===== src/rtl/rfc_pkg.sv =====
package rfc_pkg;
  localparam int ID_W      = 4;
  localparam int LEN_W     = 2;
  localparam int MAX_BURST = 1 << ((1 << LEN_W) - 1);
  localparam int CNT_W     = $clog2(MAX_BURST);
  localparam int HB_READ   = 7;
  localparam int HB_BCAST  = 6;
  localparam int HB_LEN    = 4;
  localparam logic [7:0] CRC_POLY = 8'h07;
  localparam logic [7:0] CRC_INIT = 8'hFF;

  typedef enum logic [2:0] {
    ST_IDLE, ST_DEV, ST_REG, ST_DATA, ST_CRC, ST_EXEC, ST_ACK
  } rfc_state_e;

  // One byte through the CRC-8 register, MSB first.
  function automatic logic [7:0] crc8_step(input logic [7:0] c, input logic [7:0] d);
    logic [7:0] r;
    r = c ^ d;
    for (int i = 0; i < 8; i++) begin
      r = r[7] ? ((r << 1) ^ CRC_POLY) : (r << 1);
    end
    return r;
  endfunction

  // Burst length from the 2-bit header code.
  function automatic logic [CNT_W:0] burst_len(input logic [LEN_W-1:0] code);
    return (CNT_W+1)'(1) << code;
  endfunction
endpackage


===== src/rtl/rfc_crc_acc.sv =====
module rfc_crc_acc
  import rfc_pkg::*;
(
  input  logic       clk,
  input  logic       rst_n,
  input  logic       clr,
  input  logic       upd,
  input  logic [7:0] din,
  output logic [7:0] crc
);
  always_ff @(posedge clk or negedge rst_n) begin
    if (!rst_n)   crc <= CRC_INIT;
    else if (clr) crc <= CRC_INIT;
    else if (upd) crc <= crc8_step(crc, din);
  end
endmodule


===== src/rtl/rfc_frame_fsm.sv =====
module rfc_frame_fsm
  import rfc_pkg::*;
(
  input  logic            clk,
  input  logic            rst_n,
  input  logic [7:0]      rx_byte,
  input  logic            rx_valid,
  input  logic            rx_sync,
  input  logic            abort,
  input  logic [ID_W-1:0] dev_id,
  input  logic [7:0]      flag_val,
  input  logic [7:0]      reg_rdata,
  output logic            reg_wr_en,
  output logic            reg_rd_en,
  output logic [7:0]      reg_addr,
  output logic [7:0]      reg_wdata,
  output logic            push_valid,
  output logic [7:0]      push_data,
  output logic            frame_accept,
  output logic            wdog_clr
);
  rfc_state_e     state_q;
  logic [7:0]     hdr_q;
  logic [7:0]     base_q;
  logic [7:0]     buf_q [MAX_BURST];
  logic [CNT_W-1:0] cnt_q;
  logic [7:0]     crc_val;

  // Named internal events
  logic busy, rx_data, sync_evt, crc_clr, crc_upd, cnt_last;
  logic hdr_rd, hdr_bc, addressed;

  assign busy      = (state_q == ST_EXEC) || (state_q == ST_ACK);
  assign rx_data   = rx_valid && !rx_sync && !abort && !busy;
  assign sync_evt  = rx_valid && rx_sync && !abort && !busy;
  assign hdr_rd    = hdr_q[HB_READ];
  assign hdr_bc    = hdr_q[HB_BCAST];
  assign addressed = hdr_bc || (hdr_q[ID_W-1:0] == dev_id);
  assign cnt_last  = ({1'b0, cnt_q} == burst_len(hdr_q[HB_LEN +: LEN_W]) - 1'b1);
  assign crc_clr   = sync_evt;
  assign crc_upd   = rx_data && ((state_q == ST_DEV) || (state_q == ST_REG) ||
                                 (state_q == ST_DATA));
  assign frame_accept = rx_data && (state_q == ST_CRC) && (rx_byte == crc_val) && addressed;

  rfc_crc_acc u_crc (
    .clk (clk), .rst_n (rst_n), .clr (crc_clr), .upd (crc_upd),
    .din (rx_byte), .crc (crc_val)
  );

  always_ff @(posedge clk or negedge rst_n) begin
    if (!rst_n) begin
      state_q <= ST_IDLE;
      hdr_q   <= '0;
      base_q  <= '0;
      cnt_q   <= '0;
    end else if (abort) begin
      state_q <= ST_IDLE;
      cnt_q   <= '0;
    end else if (state_q == ST_EXEC) begin
      cnt_q <= cnt_q + 1'b1;
      if (cnt_last) begin
        state_q <= ST_ACK;
        cnt_q   <= '0;
      end
    end else if (state_q == ST_ACK) begin
      state_q <= ST_IDLE;
    end else if (sync_evt) begin
      state_q <= ST_DEV;
      cnt_q   <= '0;
    end else if (rx_data) begin
      case (state_q)
        ST_DEV: begin
          hdr_q   <= rx_byte;
          state_q <= ST_REG;
        end
        ST_REG: begin
          base_q  <= rx_byte;
          cnt_q   <= '0;
          state_q <= hdr_rd ? ST_CRC : ST_DATA;
        end
        ST_DATA: begin
          cnt_q <= cnt_q + 1'b1;
          if (cnt_last) begin
            cnt_q   <= '0;
            state_q <= ST_CRC;
          end
        end
        ST_CRC:  state_q <= frame_accept ? ST_EXEC : ST_IDLE;
        default: state_q <= ST_IDLE;
      endcase
    end
  end

  // Data buffer, one slot per burst position
  for (genvar g = 0; g < MAX_BURST; g++) begin : g_buf
    always_ff @(posedge clk or negedge rst_n) begin
      if (!rst_n) buf_q[g] <= '0;
      else if (rx_data && (state_q == ST_DATA) && (cnt_q == CNT_W'(g))) buf_q[g] <= rx_byte;
    end
  end

  always_ff @(posedge clk or negedge rst_n) begin
    if (!rst_n) wdog_clr <= 1'b0;
    else        wdog_clr <= frame_accept;
  end

  assign reg_wr_en  = (state_q == ST_EXEC) && !hdr_rd;
  assign reg_rd_en  = (state_q == ST_EXEC) && hdr_rd && !hdr_bc;
  assign reg_addr   = base_q + 8'(cnt_q);
  assign reg_wdata  = buf_q[cnt_q];
  assign push_valid = !hdr_bc && (reg_rd_en || (state_q == ST_ACK));
  assign push_data  = (state_q == ST_EXEC) ? reg_rdata : flag_val;

  a_r5_wr_rd_exclusive: assert property (@(posedge clk) disable iff (!rst_n)
    !(reg_wr_en && reg_rd_en));
  a_r6_addr_ascends: assert property (@(posedge clk) disable iff (!rst_n)
    ((reg_wr_en || reg_rd_en) && $past(reg_wr_en || reg_rd_en)) |->
      (reg_addr == $past(reg_addr) + 8'd1));
  a_r9_wdog_one_cycle: assert property (@(posedge clk) disable iff (!rst_n)
    wdog_clr |=> !wdog_clr);
  a_r10_abort_quiets: assert property (@(posedge clk) disable iff (!rst_n)
    abort |=> !(reg_wr_en || reg_rd_en || push_valid));
  a_r4_no_access_idle: assert property (@(posedge clk) disable iff (!rst_n)
    ($past(state_q) == ST_IDLE && state_q == ST_IDLE) |-> !(reg_wr_en || push_valid));
endmodule


===== src/rtl/rfc_resp_fifo.sv =====
module rfc_resp_fifo #(
  parameter int DEPTH = 16
) (
  input  logic       clk,
  input  logic       rst_n,
  input  logic       flush,
  input  logic       push,
  input  logic [7:0] push_data,
  output logic [7:0] tx_byte,
  output logic       tx_valid,
  input  logic       tx_ready
);
  localparam int AW = $clog2(DEPTH);

  logic [7:0]  mem_q [DEPTH];
  logic [AW:0] wr_q, rd_q;
  logic        full, do_push, do_pop;

  assign full     = (wr_q[AW] != rd_q[AW]) && (wr_q[AW-1:0] == rd_q[AW-1:0]);
  assign tx_valid = (wr_q != rd_q);
  assign tx_byte  = mem_q[rd_q[AW-1:0]];
  assign do_push  = push && !full && !flush;
  assign do_pop   = tx_valid && tx_ready && !flush;

  always_ff @(posedge clk or negedge rst_n) begin
    if (!rst_n) begin
      wr_q <= '0;
      rd_q <= '0;
    end else if (flush) begin
      wr_q <= '0;
      rd_q <= '0;
    end else begin
      if (do_push) wr_q <= wr_q + 1'b1;
      if (do_pop)  rd_q <= rd_q + 1'b1;
    end
  end

  for (genvar g = 0; g < DEPTH; g++) begin : g_mem
    always_ff @(posedge clk or negedge rst_n) begin
      if (!rst_n) mem_q[g] <= '0;
      else if (do_push && (wr_q[AW-1:0] == AW'(g))) mem_q[g] <= push_data;
    end
  end

  a_r11_hold_stalled: assert property (@(posedge clk) disable iff (!rst_n)
    (tx_valid && !tx_ready && !flush) |=> (tx_valid && $stable(tx_byte)));
  a_r10_flush_empties: assert property (@(posedge clk) disable iff (!rst_n)
    flush |=> !tx_valid);
endmodule


===== src/rtl/rfc_frame_ctrl.sv =====
module rfc_frame_ctrl
  import rfc_pkg::*;
#(
  parameter int RESP_DEPTH = 16
) (
  input  logic            clk,
  input  logic            rst_n,
  input  logic [7:0]      rx_byte,
  input  logic            rx_valid,
  input  logic            rx_sync,
  input  logic            frame_abort,
  input  logic [ID_W-1:0] dev_id,
  input  logic [7:0]      flag_val,
  input  logic [7:0]      reg_rdata,
  output logic            reg_wr_en,
  output logic            reg_rd_en,
  output logic [7:0]      reg_addr,
  output logic [7:0]      reg_wdata,
  output logic [7:0]      tx_byte,
  output logic            tx_valid,
  input  logic            tx_ready,
  output logic            wdog_clr
);
  localparam int MIN_DEPTH = MAX_BURST + 1;

  logic       push_valid;
  logic [7:0] push_data;
  logic       frame_accept;

  initial begin
    if (RESP_DEPTH < MIN_DEPTH || (RESP_DEPTH & (RESP_DEPTH - 1)) != 0)
      $error("RESP_DEPTH must be a power of two of at least %0d", MIN_DEPTH);
  end

  rfc_frame_fsm u_fsm (
    .clk (clk), .rst_n (rst_n),
    .rx_byte (rx_byte), .rx_valid (rx_valid), .rx_sync (rx_sync),
    .abort (frame_abort), .dev_id (dev_id), .flag_val (flag_val),
    .reg_rdata (reg_rdata), .reg_wr_en (reg_wr_en), .reg_rd_en (reg_rd_en),
    .reg_addr (reg_addr), .reg_wdata (reg_wdata),
    .push_valid (push_valid), .push_data (push_data),
    .frame_accept (frame_accept), .wdog_clr (wdog_clr)
  );

  rfc_resp_fifo #(.DEPTH (RESP_DEPTH)) u_fifo (
    .clk (clk), .rst_n (rst_n), .flush (frame_abort),
    .push (push_valid), .push_data (push_data),
    .tx_byte (tx_byte), .tx_valid (tx_valid), .tx_ready (tx_ready)
  );

  a_r9_accept_clears_wdog: assert property (@(posedge clk) disable iff (!rst_n)
    frame_accept |=> wdog_clr);
  a_r7_write_reply_single: assert property (@(posedge clk) disable iff (!rst_n)
    (reg_wr_en && push_valid) |-> 1'b0);
endmodule


===== config.mk =====
export PLATFORM = sky130hd
export DESIGN_NAME = rfc_frame_ctrl
export DESIGN_NICKNAME = d
export VERILOG_FILES = /design/src/rtl/rfc_pkg.sv /design/src/rtl/rfc_crc_acc.sv /design/src/rtl/rfc_frame_fsm.sv /design/src/rtl/rfc_resp_fifo.sv /design/src/rtl/rfc_frame_ctrl.sv
export SDC_FILE = /design/constraint.sdc
export NUM_CORES = 1
export LEC_CHECK = 0
export ABC_AREA = 0
export BUFFER_PORTS_ARGS = -buffer_cell sky130_fd_sc_hd__buf_2
export CAP_MARGIN = 0
export CORE_MARGIN = 2
export CORE_UTILIZATION = 40
export CTS_CLUSTER_DIAMETER = 60
export DETAILED_ROUTE_END_ITERATION = 8
export GPL_TIMING_DRIVEN = 0
export PLACE_DENSITY = 0.53
export SLEW_MARGIN = 10
export SYNTH_ARGS = -nofsm -noshare
export SYNTH_HDL_FRONTEND = slang
export SYNTH_HIERARCHICAL = 1
export SYNTH_SLANG_ARGS = --single-unit

===== constraint.sdc =====
create_clock -name clk -period 4.9 [get_ports clk]
set_clock_uncertainty 0.1 [all_clocks]
set_input_delay 0.245 -clock clk [delete_from_list [all_inputs] [get_ports clk]]
set_output_delay 0.245 -clock clk [all_outputs]
set_load 0.01 [all_outputs]

==> reports/results.tsv <==
metric	value	unit
power	4230	µW
antenna_found_initial	0	
synth_area_per_cell	14.58	µm²
wl_per_cell	20.67	µm
die_y	178.6	µm
synth-edff-count	0	
clock_latency	0.55	ns
cts_max_level	1	
end_kind	output pin	
cts_sinks	233	
fin_setup_tns	0	ns
drive_gt1_share	47.44	%
cts-root-buf	clkbuf_16	
syn_nets	885	
rsz0062_at_grt	false	
drtIter0Drc	327	
first_global_vias	7384	
grt_max_degree	108	
ctsLongestPathBuffers	3	
grt_overflow_total	0	
synth.ff_latch_count	233	
synthTopCellsByArea	dfrtp_1, mux2_2, mux4_2	
drv_slew	0	
final.min_clock_period	3.313	ns
power-per-cell-area	301.9	nW/µm²
async_flop_share	100.0	%
setup_viol_count_final	0	
synth_common_cells	dfrtp_1, mux2_2, mux4_2	
tightest_slew	0.8590	ns
yosysWarnings	6	
core_area	29800	µm²
critPathKind	flip-flop to output pin	
clk_pin_slew_worst_paths	0.06	ns
syn_to_final_growth	14.91	%
crit_required	4.55	ns
hold_path.class	primary input to flip-flop	
die_x	178.6	µm
synthCells	836	
critPathMaxFanout	10	
std_cell_rows	63	
hold_violations	0	
start_util	40.92	%
numCtsBuffers	28	
start_kind	flip-flop	
routabilityCongestion	0.8065	
yosysMostFrequentCell	dfrtp_1	
grt_usage	18.18	%
p_leak	0.006668	µW
dp_hpwl	19190	µm
antenna_cells	0	
fillerInstances	2676	
drtAntennaViolNets	0	
fin_nets	984	
dr.pass1.iters	4	
synth_ff_type	dfrtp_1	
cp.arrival	2.97	ns
viasPerCell	5.300	
ios	62	
syn-cell-area	12190	µm²
grt_pass1_wl	44100	µm
seq_area_frac_synth	47.90	%
routed_wl	27850	µm
die_area	31890	µm²
peakVddDrop	260.3	µV
cap_violations	0	
vias	7139	
cts_tree	built	
drcViolationCount	0	
max_freq	0.3019	GHz
status	finished clean	
synth.distinct_cells	70	
slew_headroom	42.73	%
yosys.area.top_type	dfrtp_1	
post-route-period-util	67.60	%
port_buffers	61	
synth_top_area_share	46.18	%
[layout by cell type (no fill, tap or decap), types with 3 or more instances in the layout]
cell type      count
a211o_1            4
a21oi_1           12
and3_1             3
and3_4             3
buf_2             68
buf_4              4
buf_6             11
clkbuf_1          32
clkbuf_16         28
clkbuf_8           4
clkinv_2           7
dfrtp_1          225
dfstp_2            8
dlygate4sd3_1      6
ha_1              14
inv_1             14
mux2_2           182
mux2_4            40
mux4_1             4
mux4_2            52
nand2_1           39
nand3_2            3
nand3b_1           5
nand4_1            8
nor2_1            27
nor2b_1           14
nor3_1             6
nor3b_1            4
o21ai_0            9
o21ai_2            8
o21ai_4            8
or3b_1             4
xnor2_1           29
xnor2_2            4
xnor3_1            3
xor2_1             6
[worst max-delay path, stage by stage (launching register included)]
cell and delay [ns]:
dfrtp_1 0.35, buf_2 0.25, clkbuf_1 0.67, mux4_2 0.45
mux4_2 0.53, buf_2 0.17
[repair_timing]
action / in CTS / in global routing
hold buffers: 6 / 0
setup buffers: 0 / 0
resized for setup: 0 / 0
endpoints found under the hold margin: 130 / 0
[metrics by stage]
step	setup WS, ns	utilization, %	std cells	area, µm²	hold slack [ns]
after floorplan	2.619	-	836	12190	-0.1506
after global placement	-0.9127	43.58	1287	12990	0.3695
after detailed placement	1.880	43.80	1289	13050	0.09510
after CTS	1.533	47.02	1347	14010	0.07688
after global routing	1.441	47.02	1347	14010	0.09192
final	1.587	47.02	1347	14010	0.09551
[final timing paths]
path                                  start                to  slack, ns  cells after the start
max in group asynchronous             rst_n  u_fifo/mem_q[49]       3.71                      3
min                            reg_rdata[0]  u_fifo/mem_q[88]        0.1                      3
min reg2reg                u_fifo/mem_q[42]  u_fifo/mem_q[42]       0.39                      1
max                          u_fifo/rd_q[1]        tx_byte[0]       1.59                      5
min in group asynchronous             rst_n   u_fsm/base_q[7]       0.11                      2
max reg2reg                u_fsm/state_q[0]  u_fifo/mem_q[50]       1.93                     10
[cell families (layout without fill, tap and decap cells)]
family,after synthesis,after routing,share of synthesized area [%]
multiplexers,281,281,32.47
flip-flops,233,233,47.90
AND/OR/NAND/NOR,134,134,6.249
buffers and inverters,66,187,3.140
AO/OA/AOI/OAI,61,61,4.176
XOR/XNOR,46,46,4.464
adder cells (fa/ha/maj),15,15,1.601
[registers in the layout, summed over array words and instances (netlist names), 3 cells and up]
register / flops
u_fsm/cnt_q: 3
u_fifo/mem_q: 128
u_fifo/rd_q: 5
u_fsm/hdr_q: 8
u_fsm/base_q: 8
u_fsm/u_crc/crc: 8
u_fsm/buf_q: 64
u_fifo/wr_q: 5
u_fsm/state_q: 3
[cell type report]
cell class / instances / area, µm² / share of cell area (%)
clock inverter: 13 / 117.6 / 0.8394
tap: 390 / 488.0 / 3.483
inverter: 14 / 52.55 / 0.3751
buffer: 52 / 330.3 / 2.358
timing repair buffer: 69 / 430.4 / 3.072
clock buffer: 39 / 782.0 / 5.581
sequential: 233 / 5841 / 41.69
multi-input combinational: 537 / 5969 / 42.61
[per-layer routing]
layer / wire (µm) / part of all wire [%] / GRT usage, %
met1: 12430 / 45 / 24.83
met5: 0 / 0 / 0
met2: 13770 / 49 / 30.69
met3: 997 / 3.6 / 2.280
met4: 646 / 2.3 / 4.743
[power breakdown]
part	internal (µW)	switching, µW	total (µW)	leakage (µW)
logic	114	145	258	0.00300
registers	1950	23.4	1970	0.00322
clock network	1170	824	2000	0.000445
(Power assumes the default switching activity.)
